==> config.mk <==
export PLATFORM = sky130hd
export DESIGN_NAME = evcnt_top
export DESIGN_NICKNAME = d
export VERILOG_FILES = /design/src/rtl/evcnt_pkg.sv /design/src/rtl/evcnt_ctrl.sv /design/src/rtl/evcnt_dp.sv /design/src/rtl/evcnt_top.sv
export SDC_FILE = /design/constraint.sdc
export NUM_CORES = 1
export LEC_CHECK = 0
export BUFFER_PORTS_ARGS = -buffer_cell sky130_fd_sc_hd__buf_2
export CAP_MARGIN = 30
export CORE_MARGIN = 2
export CORE_UTILIZATION = 63
export DETAILED_ROUTE_END_ITERATION = 8
export HOLD_SLACK_MARGIN = 0.12
export MAX_ROUTING_LAYER = met4
export PLACE_DENSITY = 0.78
export SLEW_MARGIN = 30
export SYNTH_ARGS = -nofsm -noshare
export SYNTH_HDL_FRONTEND = slang
export SYNTH_SLANG_ARGS = --single-unit
==> constraint.sdc <==
create_clock -name clk -period 3 [get_ports clk]
set_input_delay 0.9 -clock clk [delete_from_list [all_inputs] [get_ports clk]]
set_output_delay 0.9 -clock clk [all_outputs]
set_load 0.02 [all_outputs]
==> src/rtl/evcnt_pkg.sv <==
package evcnt_pkg;

  typedef enum logic [1:0] {
    MODE_OFF     = 2'b00,
    MODE_DISCARD = 2'b01,
    MODE_COPY    = 2'b10,
    MODE_EITHER  = 2'b11
  } cntMode_e;

  // strobes from control to datapath
  typedef struct packed {
    logic incr;   // one countable event this cycle
    logic clear;  // MSB read: snapshot and clear
    logic rdHit;  // read address inside the count range
  } ctrlStrb_t;

endpackage

==> src/rtl/evcnt_ctrl.sv <==
module evcnt_ctrl
  import evcnt_pkg::*;
#(
  parameter int ADDR_W    = 4,
  parameter int NUM_BYTES = 4,
  parameter int BASE_ADDR = 4,
  parameter int IDX_W     = 2
) (
  input  logic [1:0]        mode,
  input  logic              discardEv,
  input  logic              copyEv,
  input  logic              rdEn,
  input  logic [ADDR_W-1:0] rdAddr,
  output ctrlStrb_t         strb,
  output logic [IDX_W-1:0]  byteIdx
);

  localparam logic [ADDR_W:0]  LO_ADDR  = (ADDR_W+1)'(BASE_ADDR);
  localparam logic [ADDR_W:0]  HI_ADDR  = (ADDR_W+1)'(BASE_ADDR + NUM_BYTES);
  localparam logic [IDX_W-1:0] LAST_IDX = IDX_W'(NUM_BYTES - 1);

  logic              eventHit;
  logic              inRange;
  logic [ADDR_W-1:0] offset;

  always_comb begin
    unique case (cntMode_e'(mode))
      MODE_DISCARD: eventHit = discardEv;
      MODE_COPY:    eventHit = copyEv;
      MODE_EITHER:  eventHit = discardEv | copyEv;
      default:      eventHit = 1'b0;
    endcase
  end

  always_comb begin
    inRange = ({1'b0, rdAddr} >= LO_ADDR) && ({1'b0, rdAddr} < HI_ADDR);
    offset  = rdAddr - ADDR_W'(BASE_ADDR);
    byteIdx = LAST_IDX - offset[IDX_W-1:0];
  end

  always_comb begin
    strb.incr  = eventHit;
    strb.rdHit = rdEn && inRange;
    strb.clear = rdEn && inRange && (offset == '0);
  end

endmodule

==> src/rtl/evcnt_dp.sv <==
module evcnt_dp
  import evcnt_pkg::*;
#(
  parameter int COUNT_W   = 32,
  parameter int BUS_W     = 8,
  parameter int NUM_BYTES = 4,
  parameter int IDX_W     = 2
) (
  input  logic               clk,
  input  logic               rst,
  input  ctrlStrb_t          strb,
  input  logic [IDX_W-1:0]   byteIdx,
  output logic [BUS_W-1:0]   rdData,
  output logic [COUNT_W-1:0] liveCnt,
  output logic [COUNT_W-1:0] snapCnt
);

  localparam logic [COUNT_W-1:0] CNT_MAX = '1;
  localparam logic [COUNT_W-1:0] CNT_ONE = COUNT_W'(1);

  logic [BUS_W-1:0] snapBytes [NUM_BYTES];

  for (genvar b = 0; b < NUM_BYTES; b++) begin : g_slice
    assign snapBytes[b] = snapCnt[b*BUS_W +: BUS_W];
  end

  always_ff @(posedge clk) begin
    if (rst) begin
      liveCnt <= '0;
      snapCnt <= '0;
    end else if (strb.clear) begin
      snapCnt <= liveCnt;
      liveCnt <= strb.incr ? CNT_ONE : '0;
    end else if (strb.incr && (liveCnt != CNT_MAX)) begin
      liveCnt <= liveCnt + CNT_ONE;
    end
  end

  always_ff @(posedge clk) begin
    if (rst) begin
      rdData <= '0;
    end else if (strb.clear) begin
      rdData <= liveCnt[COUNT_W-1 -: BUS_W];
    end else if (strb.rdHit) begin
      rdData <= snapBytes[byteIdx];
    end else begin
      rdData <= '0;
    end
  end

endmodule

==> src/rtl/evcnt_top.sv <==
module evcnt_top
  import evcnt_pkg::*;
#(
  parameter int COUNT_W   = 32,
  parameter int BUS_W     = 8,
  parameter int ADDR_W    = 4,
  parameter int BASE_ADDR = 4
) (
  input  logic              clk,
  input  logic              rst,
  input  logic [1:0]        mode,
  input  logic              discardEv,
  input  logic              copyEv,
  input  logic              rdEn,
  input  logic [ADDR_W-1:0] rdAddr,
  output logic [BUS_W-1:0]  rdData
);

  localparam int NUM_BYTES = COUNT_W / BUS_W;
  localparam int IDX_W     = (NUM_BYTES > 1) ? $clog2(NUM_BYTES) : 1;

  ctrlStrb_t          strb;
  logic [IDX_W-1:0]   byteIdx;
  logic [COUNT_W-1:0] liveCnt;
  logic [COUNT_W-1:0] snapCnt;

  evcnt_ctrl #(
    .ADDR_W(ADDR_W), .NUM_BYTES(NUM_BYTES), .BASE_ADDR(BASE_ADDR), .IDX_W(IDX_W)
  ) u_ctrl (
    .mode(mode), .discardEv(discardEv), .copyEv(copyEv),
    .rdEn(rdEn), .rdAddr(rdAddr), .strb(strb), .byteIdx(byteIdx)
  );

  evcnt_dp #(
    .COUNT_W(COUNT_W), .BUS_W(BUS_W), .NUM_BYTES(NUM_BYTES), .IDX_W(IDX_W)
  ) u_dp (
    .clk(clk), .rst(rst), .strb(strb), .byteIdx(byteIdx),
    .rdData(rdData), .liveCnt(liveCnt), .snapCnt(snapCnt)
  );

endmodule

* Word-level counts from Yosys, hierarchy flattened
Index checks and enable logic that the tools add are counted.
** Storage, ports and cells
- Register bits :: 72
- Input port bits :: 11
- Output and inout port bits :: 8
- Logic and storage cells :: 30
** Cells by class
- $add $sub $neg :: 3
- $lt $le $gt $ge :: 3
- Equal/unequal tests :: 4
- Muxes and demuxes :: 9
- Bitwise logic cells :: 2
- Reductions and logical operators :: 6
** Operators by type and width (number)
- two-way mux 32 bit :: 2
- adder 32 x 1 -> 32 bit (second input constant) :: 1
- two-way mux 8 bit :: 4
- != test 32 bit (second input constant) :: 1
- binary-select mux 8 bit (select 2 bit) :: 1
- equality test 2 bit (second input constant) :: 2
- greater-or-equal comparator 4 x 3 -> 1 bit (second input constant) :: 1
- logical AND 1 bit :: 4
- zero test 4 bit :: 1
- less-than comparator 4 bit (second input constant) :: 1
- subtractor 4 x 3 -> 4 bit (second input constant) :: 1
- greater-or-equal comparator 3 bit (second input constant) :: 1
- inverter 2 -> 3 bit :: 1
- case mux 1 bit (3 select lines) :: 1
- equality test 2 x 1 -> 1 bit (second input constant) :: 1
- nonzero test 2 bit :: 1
- subtractor 2 bit (first input constant) :: 1
- two-way mux 1 bit :: 1
- OR 1 bit :: 1

* Depth between registers and ports, before layout
Gate-level depths: netlist (run 1).
- Depth in word-level cells :: 8
- Gate-level depth with buffers :: 8
- Gate-level depth less buffers :: 6

* Hierarchy
Synthesis (run 1) repeated with hierarchy kept, for this count alone.
** Second synthesis, totals
- Cells, all modules :: 352
- Area total of the unflattened synthesis :: 3275.6 um^2
** By module, submodules not included
- evcnt_dp :: instances 1, cells each 345, area an instance 3231.8 um^2, sequential area each 1441.4 um^2
- evcnt_ctrl :: instances 1, cells each 7, area an instance 43.8 um^2, sequential area each 0.0 um^2

* Worst setup path before layout (run 1)
OpenSTA, ideal clock, no wires.
- Path type :: input-to-reg
- Start point :: input rdAddr[0]
- End point :: register u_dp.rdData[6]
- Setup time :: 0.117 ns
- Arrival time :: 2.116 ns
- Data required time :: 2.883 ns
- Slack :: 0.768 ns
- Cell stages on the path :: 3
- Path buffers :: 1
- Cell sequence :: clkbuf_1 -> mux4_2 -> a22o_1
** Between the ends
- Longest elaborated chain between the ends :: 8
- Elaborated cells between the ends (all ways) :: 14
- Those cells by class :: 2 x add/sub; 2 x order compare; 5 x mux; 1 x bitwise; 4 x reduce/logical
** RTL lines
- start, declared :: RTL line evcnt_top.sv:15 : input logic [ADDR_W-1:0] rdAddr,
- subtractor 4 x 3 -> 4 bit :: RTL line evcnt_ctrl.sv:37 : offset = rdAddr - ADDR_W'(BASE_ADDR);
- subtractor 2 bit :: RTL line evcnt_ctrl.sv:38 : byteIdx = LAST_IDX - offset[IDX_W-1:0];
- inverter 2 -> 3 bit (implied by the code) :: RTL line evcnt_dp.sv:45 : rdData <= snapBytes[byteIdx];
- binary-select mux 8 bit (select 2 bit) :: RTL line evcnt_dp.sv:45
- two-way mux 8 bit (implied by the code) (2 in a row) :: RTL line evcnt_dp.sv:45
- two-way mux 8 bit :: RTL line evcnt_dp.sv:44 : end else if (strb.rdHit) begin
- two-way mux 8 bit * :: RTL line evcnt_dp.sv:42 : end else if (strb.clear) begin
- end signal, assigned :: RTL line evcnt_dp.sv:43 : rdData <= liveCnt[COUNT_W-1 -: BUS_W];
- end signal, assigned :: RTL line evcnt_dp.sv:45
- end, declared :: RTL line evcnt_dp.sv:13 : output logic [BUS_W-1:0] rdData,
Every way passes the cells marked *; elsewhere a longest branch is shown, timed or not. The select of a mux whose other input is x is not followed.
A chain may end at the register's enable or synchronous reset.

* Final worst setup path (run 1)
- Start point :: register u_dp.liveCnt[0]
- End point :: register u_dp.liveCnt[23]
** Between the ends
- Longest elaborated chain between the ends :: 3
- Elaborated cells between the ends (all ways) :: 6
- Those cells by class :: 1 x add/sub; 1 x eq/ne; 2 x mux; 2 x reduce/logical
** RTL lines
- start, declared :: RTL line evcnt_dp.sv:14 : output logic [COUNT_W-1:0] liveCnt,
- start signal, assigned :: RTL line evcnt_dp.sv:33 : liveCnt <= strb.incr ? CNT_ONE : '0;
- start signal, assigned :: RTL line evcnt_dp.sv:35 : liveCnt <= liveCnt + CNT_ONE;
- adder 32 x 1 -> 32 bit / != test 32 bit (equally long branches) :: RTL line evcnt_dp.sv:35, evcnt_dp.sv:34
- two-way mux 32 bit / logical AND 1 bit (equally long branches) :: RTL line evcnt_dp.sv:34 : end else if (strb.incr && (liveCnt != CNT_MAX)) begin
- two-way mux 32 bit / nonzero test 2 bit (equally long branches)
Several ways; a longest one is shown, not always the timed one. The select of a mux whose other input is x is not followed.

==> flow_summary.yaml, run 1 <==
timing:
  fmax_mhz: 403
  fin_skew_ns: 0.00827
  finalHoldViolCount: 0
  slew_headroom_pct: 45.6
  period_minus_slack_ns: 2.48
  setup_viol: 0
  post-route-period-util_pct: 82.7
  rsz0062_at_grt: "no"
  worst_pin_slew_ns: 0.814
  fin_tns_setup_ns: 0
  slew_viol_final: 0
setup_path:
  critPathLaunchType: "flip-flop"
  cpPeakStageDelay_ns: 0.69
  cp_slowest_cell: "o311ai_4"
  crit_fanout: 25
  rr_startpoint: "u_dp.liveCnt[0]"
  startpoint: "u_dp.liveCnt[0]"
  end_kind: "flip-flop"
  worstPathRequired_ns: 3.27
  crit_type: "reg -> reg"
  arrival_ns: 2.76
  reg2reg_depth: 6
  path_cells: "ha_1, nand4_1, or4_4, o311ai_4, o21ai_0, a21oi_1"
routing:
  via_per_inst: 6.32
  vias: 2988
  drcViolationCount: 0
  drtAntennaViolNets: 0
  wirelength_um: 8090
  initialDrtViolationCount: 320
  drtPass1Iterations: 5
  routedWlPerCell_um: 17.1
power_and_ir_drop:
  vdd_drop_max_mv: 0.438
  clock_power_share_pct: 39.8
  netSwitchingPower_uw: 406
  power_density_mw_per_mm2: 464
  combPwrFrac_pct: 3.8
  swShare_pct: 23.8
  seq_power_share_pct: 56.4
  power.static_leakage_uw: 0.00117
  internal_power_uw: 1300
global_routing:
  grt_max_degree: 36
  track_usage_pct: 30.5
  grt_pass1_wl_um: 13700
  grt_pass1_vias: 2782
  antenna_found_initial: 0
  grt_overflow: 0
finish:
  final_nets: 411
  nFillCells: 423
  n_antenna_cell: 0
  drive_gt1_share_pct: 18.9
  synthToLayoutAreaGrowth_pct: 8.16
  postLayoutCoreUtil_pct: 71.3
synthesis:
  ys_top_cells_by_count: "nand2_1 (83), dfxtp_1 (72), a21oi_1 (56)"
  synth_area_sq_mm: 0.00339
  yosysTopAreaCell: "dfxtp_1"
  ys_async_sr_fraction_pct: 0
  ys.warnings.count: 0
  synth-seq-cells: 72
  synth.top_cell.area_share_pct: 42.5
  synth_top_flop_cell: "dfxtp_1"
  synth_area_per_cell_sq_um: 8.78
  syn_nets: 398
  yosysSeqAreaShare_pct: 42.5
  synth.distinct_cells: 52
  synthCells: 386
  synth_area_leaders: "dfxtp_1 (43%), nand2_1 (9.2%), a21oi_1 (8.3%)"
  synth_edf_count: 0
  yosysMostFrequentCell: "nand2_1"
die:
  dieArea_sq_mm: 0.00599
  design.core.area_sq_mm: 0.00514
  std_cell_rows: 26
  die_height_um: 77.4
  die_w_um: 77.4
  io_pins: 19
  initial_utilization_pct: 66.0
min_path:
  holdPathStages: 2
  min_from: "u_dp.snapCnt[13]"
  hold_path_class: "reg -> reg"
place:
  place.gp.congestion: 0.871
  numPortBuffers: 18
  hpwl_um: 5550
clocking:
  cts_buffer_depth: 2
  clock-sinks: 72
  postCtsSetupRepairBufs: 0
  clk_latency_ns: 0.35
  postCtsHoldBufs: 0
  root_buffer: "clkbuf_8"
  clk_pin_slew_ns: 0.07
  h-tree-depth: 3
  cts_buffers: 9
  cts_resized: 0
  cts_tree: "yes"
status:
  status: "finished clean"
job:
  cap_violations: 0
[state kept, by name, indices dropped and copies added (netlist names)]
register,count
u_dp.liveCnt,32
u_dp.rdData,8
u_dp.snapCnt,32
[power groups by stage]
| stage | combinational [uW] | clock [uW] | sequential [uW] |
|---|---|---|---|
| final | 64.8 | 677 | 961 |
| after global routing | 71.4 | 728 | 960 |
| after CTS | 64.4 | 689 | 960 |
| after detailed placement | 64.2 | 0 | 983 |
| after global placement | 63.1 | 0 | 983 |
| after floorplan | 43.0 | 0 | 982 |
[worst paths after layout]
kind                                          to  slack, ns
worst min-delay path            u_dp.snapCnt[13]       0.45
worst max-delay path            u_dp.liveCnt[23]       0.52
worst max register to register  u_dp.liveCnt[23]       0.52
worst min register to register  u_dp.snapCnt[13]       0.45
[routing by layer]
metal	share of wire (%)	track usage, %	routed length [um]	vias up
met5	0	-	0	-
met4	1.6	10.0	128	0
met1	45	40.8	3650	1411
met3	6.2	6.05	499	15
li1	-	-	-	1455
met2	47	46.8	3820	107
[worst max-delay path: cells and delay by family (launching register included)]
| kind | cells | cell delay (ns) |
|---|---|---|
| compound gates | 3 | 1.07 |
| fa+ha+maj | 1 | 0.34 |
| flops | 1 | 0.42 |
| simple gates | 2 | 0.58 |
[final cells by class]
class	count	area, sq um	area share [%]
clock buffer	10	138	3.75
clock inverter	5	32.5	0.887
inverter	4	15.0	0.409
multi-input combinational	286	1800	49.2
sequential	72	1440	39.3
tap	70	87.6	2.39
timing repair buffer	26	150	4.09
[logic make-up (layout without fill, tap and decap cells)]
group                    count (synthesis)  after routing  share of synthesized area (%)
XOR/XNOR                                 3              3                          0.775
adder cells (fa/ha/maj)                  1              1                          0.369
AO/OA/AOI/OAI                          100            100                           18.4
AND/OR/NAND/NOR                        173            173                           27.5
buffers and inverters                   28             45                           4.87
flip-flops                              72             72                           42.5
multiplexers                             9              9                           5.61
[placed cells by master (no fill, tap or decap), types with 2 or more instances in the layout]
master / synthesis / layout
or4_2: 2 / 2
nor4_1: 3 / 3
and4_1: 2 / 2
o41ai_1: 2 / 2
or4b_1: 2 / 2
nand3_1: 11 / 11
and3_1: 6 / 6
buf_2: 1 / 18
or3_1: 6 / 6
o21ai_0: 14 / 14
nand4_1: 13 / 13
a22o_1: 8 / 8
and2_2: 2 / 2
clkinv_2: 0 / 3
dfxtp_1: 72 / 72
a21oi_1: 56 / 56
nor2_1: 9 / 9
clkbuf_8: 2 / 10
mux4_2: 8 / 8
xnor2_1: 2 / 2
or3_2: 8 / 8
and4_2: 4 / 4
inv_1: 4 / 4
buf_4: 2 / 8
nand2_1: 83 / 83
nor3_1: 4 / 3
o31ai_1: 10 / 9
or4_1: 10 / 10
[per-stage QoR]
step	area, sq um	std cells	hold WS (ns)	power, uW	setup WS (ns)
global route	3670	473	0.469	1760	0.289
CTS	3670	473	0.453	1710	0.526
global placement	3500	458	0.441	1050	0.510
finish	3670	473	0.452	1700	0.518
detailed placement	3500	458	0.443	1050	0.423
floorplan	3390	386	0.433	1020	0.768
Power figures use the tool's default switching activity.
==> run 2, diff against run 1 <==
--- a/config.mk
+++ b/config.mk
@@ -5,14 +5,15 @@
 export SDC_FILE = /design/constraint.sdc
 export NUM_CORES = 1
 export LEC_CHECK = 0
+export ABC_AREA = 1
 export BUFFER_PORTS_ARGS = -buffer_cell sky130_fd_sc_hd__buf_2
 export CAP_MARGIN = 30
 export CORE_MARGIN = 2
-export CORE_UTILIZATION = 63
+export CORE_UTILIZATION = 61
 export DETAILED_ROUTE_END_ITERATION = 8
 export HOLD_SLACK_MARGIN = 0.12
 export MAX_ROUTING_LAYER = met4
-export PLACE_DENSITY = 0.78
+export PLACE_DENSITY = 0.75
 export SLEW_MARGIN = 30
 export SYNTH_ARGS = -nofsm -noshare
 export SYNTH_HDL_FRONTEND = slang
==> constraint.sdc (replaced) <==
create_clock -name clk -period 2.4 [get_ports clk]
set_input_delay 0.72 -clock clk [delete_from_list [all_inputs] [get_ports clk]]
set_output_delay 0.72 -clock clk [all_outputs]
set_load 0.02 [all_outputs]
==> flow_summary.yaml, run 2 <==
status:
  status: "finished clean"
setup_path:
  rr_startpoint: "u_dp.liveCnt[0]"
  crit_type: "reg -> reg"
  crit_fanout: 33
  arrival_ns: 2.33
  cp_num_buf_inv: 1
  worstPathRequired_ns: 2.70
  startpoint: "u_dp.liveCnt[0]"
  cpPeakStageDelay_ns: 0.42
  cp_slowest_cell: "dfxtp_1"
  end_kind: "flip-flop"
  path_cells: "ha_1, nand2_1, nor2_4, nand2_4, nor2_8, nand2_4, nand2_8, nand2_4, inv_1, nand2_1, nand2_1"
  critPathLaunchType: "flip-flop"
  crit_cells: 11
  cp_top_family: "simple AND/OR/NAND/NOR gates"
  reg2reg_depth: 11
synthesis:
  synthSimpleGateAreaFrac_pct: 35.5
  synth_compound_area_share_pct: 16.6
  synth-seq-cells: 72
  yosysSeqAreaShare_pct: 39.6
  synth-adder-area-share_pct: 0.344
  synthMuxAreaShare_pct: 0
  ys_async_sr_fraction_pct: 0
  synth.distinct_cells: 28
  synth_area_per_cell_sq_um: 6.53
  synth_top_flop_cell: "dfxtp_1"
  synthCells: 557
  ys.warnings.count: 0
  synth_area_leaders: "dfxtp_1 (40%), nand2_1 (17%), a21oi_1 (7.6%)"
  synth_area_sq_mm: 0.00364
  synth.top_cell.area_share_pct: 39.6
  syn_nets: 569
  yosysMostFrequentCell: "nand2_1"
  ys_top_cells_by_count: "nand2_1 (164), dfxtp_1 (72), nor2_1 (72)"
  synth_top_family_by_area: "simple AND/OR/NAND/NOR gates"
  synth_edf_count: 0
  yosysTopAreaCell: "dfxtp_1"
  synth_xor_area_share_pct: 0.481
finish:
  nFillCells: 543
  layout_common_cells: "nand2_1 (164), nor2_1 (72), dfxtp_1 (72), a21oi_1 (55), o21ai_0 (47)"
  final_common_cell: "nand2_1"
  drive_gt1_share_pct: 10.1
  n_antenna_cell: 0
  largestRegisters: "u_dp.liveCnt: 32 flops, u_dp.snapCnt: 32 flops, u_dp.rdData: 8 flops"
  synthToLayoutAreaGrowth_pct: 8.56
  final_nets: 585
timing:
  period_minus_slack_ns: 2.03
  worst_pin_slew_ns: 0.463
  fin_tns_setup_ns: 0
  fmax_mhz: 492
  whs_ns: 0.475
  slew_viol_final: 0
  post-route-period-util_pct: 84.7
  finalHoldViolCount: 0
  rsz0062_at_grt: "no"
  slew_headroom_pct: 68.9
  setup_viol: 0
  fin_skew_ns: 0.00880
die:
  die_w_um: 81.2
  io_pins: 19
  design.core.area_sq_mm: 0.00585
  initial_utilization_pct: 62.2
  std_cell_rows: 28
  die_height_um: 81.2
  dieArea_sq_mm: 0.00660
routing:
  wirelength_um: 9340
  drtAntennaViolNets: 0
  vias: 3592
  routedWlPerCell_um: 14.3
  drcViolationCount: 0
  initialDrtViolationCount: 302
  drtPass1Iterations: 5
  via_per_inst: 5.51
power_and_ir_drop:
  power.static_leakage_uw: 0.00147
  vdd_drop_max_mv: 0.313
  power_density_mw_per_mm2: 556
  finalPower_uw: 2200
global_routing:
  track_usage_pct: 31.8
  met2_usage_pct: 48.4
  busiest_layer: "met2"
  grt_pass1_vias: 3256
  grt_use_met1_pct: 43.0
  grt_max_degree: 34
  grt_overflow: 0
  grt_pass1_wl_um: 15500
  antenna_found_initial: 0
  grtUsageMet3_pct: 4.33
place:
  numPortBuffers: 18
  hpwl_um: 6800
  place.gp.congestion: 0.896
clocking:
  cts_tree: "yes"
  root_buffer: "clkbuf_8"
  clk_latency_ns: 0.36
  clk_pin_slew_ns: 0.08
  postCtsHoldBufs: 0
  cts_buffers: 9
  cts_buffer_depth: 2
  postCtsSetupRepairBufs: 0
  clock-sinks: 72
  h-tree-depth: 3
  cts_resized: 0
min_path:
  holdPathStages: 2
  hold_path_class: "reg -> reg"
  min_from: "u_dp.snapCnt[30]"
job:
  cap_violations: 0
-- run 2: kinds of logic after synthesis --
| family | count (synthesis) |
|---|---|
| buf+inv | 64 |
| xor+xnor | 2 |
| flops | 72 |
| fa+ha+maj | 1 |
| compound gates | 119 |
| simple gates | 299 |
-- run 2: power by group --
group          total (uW)  switching, uW  internal (uW)
Sequential           1220           9.51           1210
Clock                 834            469            365
Combinational         148            102           45.5
-- run 2: routing by layer --
metal  part of all wire, %  vias to the layer above  wire length (um)
met5                     0                        -                 0
met4                   1.9                        0               175
met3                   5.0                       18               469
met2                    45                      111              4240
met1                    48                     1627              4460
li1                      -                     1836                 -
-- run 2: worst paths after layout --
kind                            to  slack, ns
hold reg to reg   u_dp.snapCnt[30]       0.48
hold / removal    u_dp.snapCnt[30]       0.48
setup reg to reg  u_dp.liveCnt[25]       0.37
setup / recovery  u_dp.liveCnt[25]       0.37
-- run 2: worst register-to-register path: stages, from the launching register on --
cell and delay, ns:
dfxtp_1 0.42, ha_1 0.26, nand2_1 0.11, nor2_4 0.16
nand2_4 0.11, nor2_8 0.17, nand2_4 0.08, nand2_8 0.20
nand2_4 0.19, inv_1 0.15, nand2_1 0.07, nand2_1 0.06
-- run 2: metrics by stage --
| stage | worst slack (ns) | util [%] | area [sq um] | instances |
|---|---|---|---|---|
| floorplan | 0.658 | - | 3640 | 557 |
| global placement | 0.426 | 64.8 | 3790 | 637 |
| detailed placement | 0.337 | 64.8 | 3790 | 637 |
| CTS | 0.393 | 67.5 | 3950 | 652 |
| global route | 0.194 | 67.5 | 3950 | 652 |
| finish | 0.367 | 67.5 | 3950 | 652 |
-- run 2: cell type report --
class,instances,area [sq um],area share [%]
well taps,75,93.8,2.38
inverters,42,158,3.99
multi-input cells,421,1930,48.7
clock inverters,6,37.5,0.950
repair buffers,27,170,4.31
clock buffers,9,124,3.14
flip-flops and latches,72,1440,36.5
==> run 3, diff against run 2 <==
--- a/config.mk
+++ b/config.mk
@@ -9,11 +9,11 @@
 export BUFFER_PORTS_ARGS = -buffer_cell sky130_fd_sc_hd__buf_2
 export CAP_MARGIN = 30
 export CORE_MARGIN = 2
-export CORE_UTILIZATION = 61
+export CORE_UTILIZATION = 55
 export DETAILED_ROUTE_END_ITERATION = 8
 export HOLD_SLACK_MARGIN = 0.12
 export MAX_ROUTING_LAYER = met4
-export PLACE_DENSITY = 0.75
+export PLACE_DENSITY = 0.72
 export SLEW_MARGIN = 30
 export SYNTH_ARGS = -nofsm -noshare
 export SYNTH_HDL_FRONTEND = slang
==> constraint.sdc (replaced) <==
create_clock -name clk -period 1.8 [get_ports clk]
set_input_delay 0.54 -clock clk [delete_from_list [all_inputs] [get_ports clk]]
set_output_delay 0.54 -clock clk [all_outputs]
set_load 0.02 [all_outputs]
==> flow_summary.yaml, run 3 (synthesis gave the netlist of run 2 again) <==
die:
  design.core.area_sq_mm: 0.00639
  io_pins: 19
  initial_utilization_pct: 57.0
  dieArea_sq_mm: 0.00728
  die_w_um: 85.3
  die_height_um: 85.3
  std_cell_rows: 29
place:
  numPortBuffers: 18
  pre_cts_ws_ns: 0.0458
  place.gp.congestion: 0.968
  placed_cell_area_sq_mm: 0.00400
  hpwl_um: 7190
timing:
  whs_ns: 0.477
  period_minus_slack_ns: 1.67
  worst_pin_slew_ns: 0.393
  post-route-period-util_pct: 92.8
  fin_skew_ns: 0.00972
  finalHoldViolCount: 0
  fin_tns_setup_ns: 0
  setup_viol: 0
  slew_headroom_pct: 73.6
  fmax_mhz: 599
  slew_viol_final: 0
  fin_ws_ns: 0.130
routing:
  via_per_inst: 5.47
  initialDrtViolationCount: 268
  vias: 3793
  routedWlPerCell_um: 14.6
  drtPass1Iterations: 5
  wirelength_um: 10100
  drtAntennaViolNets: 0
  drcViolationCount: 0
job:
  cap_violations: 0
setup_path:
  r2r_setup_slack_ns: 0.13
  critPathLaunchType: "flip-flop"
  crit_type: "reg -> reg"
  r2r-end: "u_dp.liveCnt[25]"
  crit_fanout: 17
  end_kind: "flip-flop"
  reg2reg_depth: 10
  worstPathRequired_ns: 2.10
  arrival_ns: 1.97
  rr_startpoint: "u_dp.liveCnt[15]"
clocking:
  clock-sinks: 72
  h-tree-depth: 3
  clk_pin_slew_ns: 0.08
  root_buffer: "clkbuf_8"
  cts_buffers: 9
  clk_latency_ns: 0.36
  cts_buffer_depth: 2
  cts_tree: "yes"
finish:
  final_nets: 624
  largestRegisters: "u_dp.liveCnt: 32 flops, u_dp.snapCnt: 32 flops, u_dp.rdData: 8 flops"
  n_antenna_cell: 0
  synthToLayoutAreaGrowth_pct: 19.5
  finalInstanceArea_sq_mm: 0.00435
  layout_common_cells: "nand2_1 (164), nor2_1 (70), dfxtp_1 (67), a21oi_1 (55), o21ai_0 (47)"
  drive_gt1_share_pct: 17.2
  final_common_cell: "nand2_1"
min_path:
  whs_endpoint: "u_dp.snapCnt[31]"
  hold_path_class: "reg -> reg"
  holdPathStages: 2
  min_from: "u_dp.snapCnt[31]"
status:
  status: "finished clean"
global_routing:
  grt_pass1_vias: 3398
  grt_max_degree: 28
  antenna_found_initial: 0
  track_usage_pct: 29.7
  grt_pass1_wl_um: 16300
  grt_overflow: 0
power_and_ir_drop:
  power.static_leakage_uw: 0.00170
  finalPower_uw: 3320
  power_density_mw_per_mm2: 763
  vdd_drop_max_mv: 0.577
## run 3: layout make-up
cell class              instances  area (sq um)
clock buffers                   9           124
fillers                       569          2040
clock inverters                 7          95.1
flip-flops and latches         72          1450
repair buffers                 65           484
well taps                      77          96.3
multi-input cells             422          1940
inverters                      42           158
## run 3: how the worst max path moves through the flow
stage / to / start / depth (start not counted) / slack (ns)
2_1_floorplan: u_dp.liveCnt[12] / u_dp.liveCnt[0] / 11 / 0.16
3_3_place_gp: u_dp.liveCnt[18] / u_dp.liveCnt[1] / 10 / 0.07
3_5_place_dp: u_dp.liveCnt[17] / u_dp.liveCnt[1] / 11 / 0.05
4_1_cts: u_dp.liveCnt[18] / u_dp.liveCnt[1] / 10 / 0.02
5_1_grt: u_dp.liveCnt[24] / u_dp.liveCnt[15] / 9 / -0.02
6_report: u_dp.liveCnt[25] / u_dp.liveCnt[15] / 10 / 0.13
## run 3: per-layer routing
layer	global-route usage (%)	vias up	wire (um)
li1	-	1912	-
met4	9.24	0	211
met5	-	-	0
met3	6.13	23	640
met2	45.0	133	4550
met1	39.9	1725	4710
## run 3: timing repair
action / CTS / global route
setup buffers: 0 / 13
setup endpoints to repair: 0 / 30
gates resized for setup: 0 / 9
hold buffers: 0 / 0
## run 3: worst max-delay path: stages, from the launching register on
cell	delay, ns
dfxtp_1	0.39
nand2_1	0.10
nor2_1	0.20
nand2_2	0.14
nor2_8	0.15
nand2_4	0.10
nand2_8	0.11
nand2_4	0.15
inv_1	0.14
nand2_1	0.07
nand2_1	0.06
## run 3: power by group
part	internal [uW]	switching, uW
sequential	1610	8.52
clock	783	667
combinational	96.8	154
## run 3: per-stage QoR
| stage | std cells | utilization (%) |
|---|---|---|
| after global routing | 694 | 68.1 |
| after detailed placement | 664 | 62.7 |
| after CTS | 680 | 66.1 |
| final | 694 | 68.1 |
| after floorplan | 557 | - |
| after global placement | 664 | 62.7 |
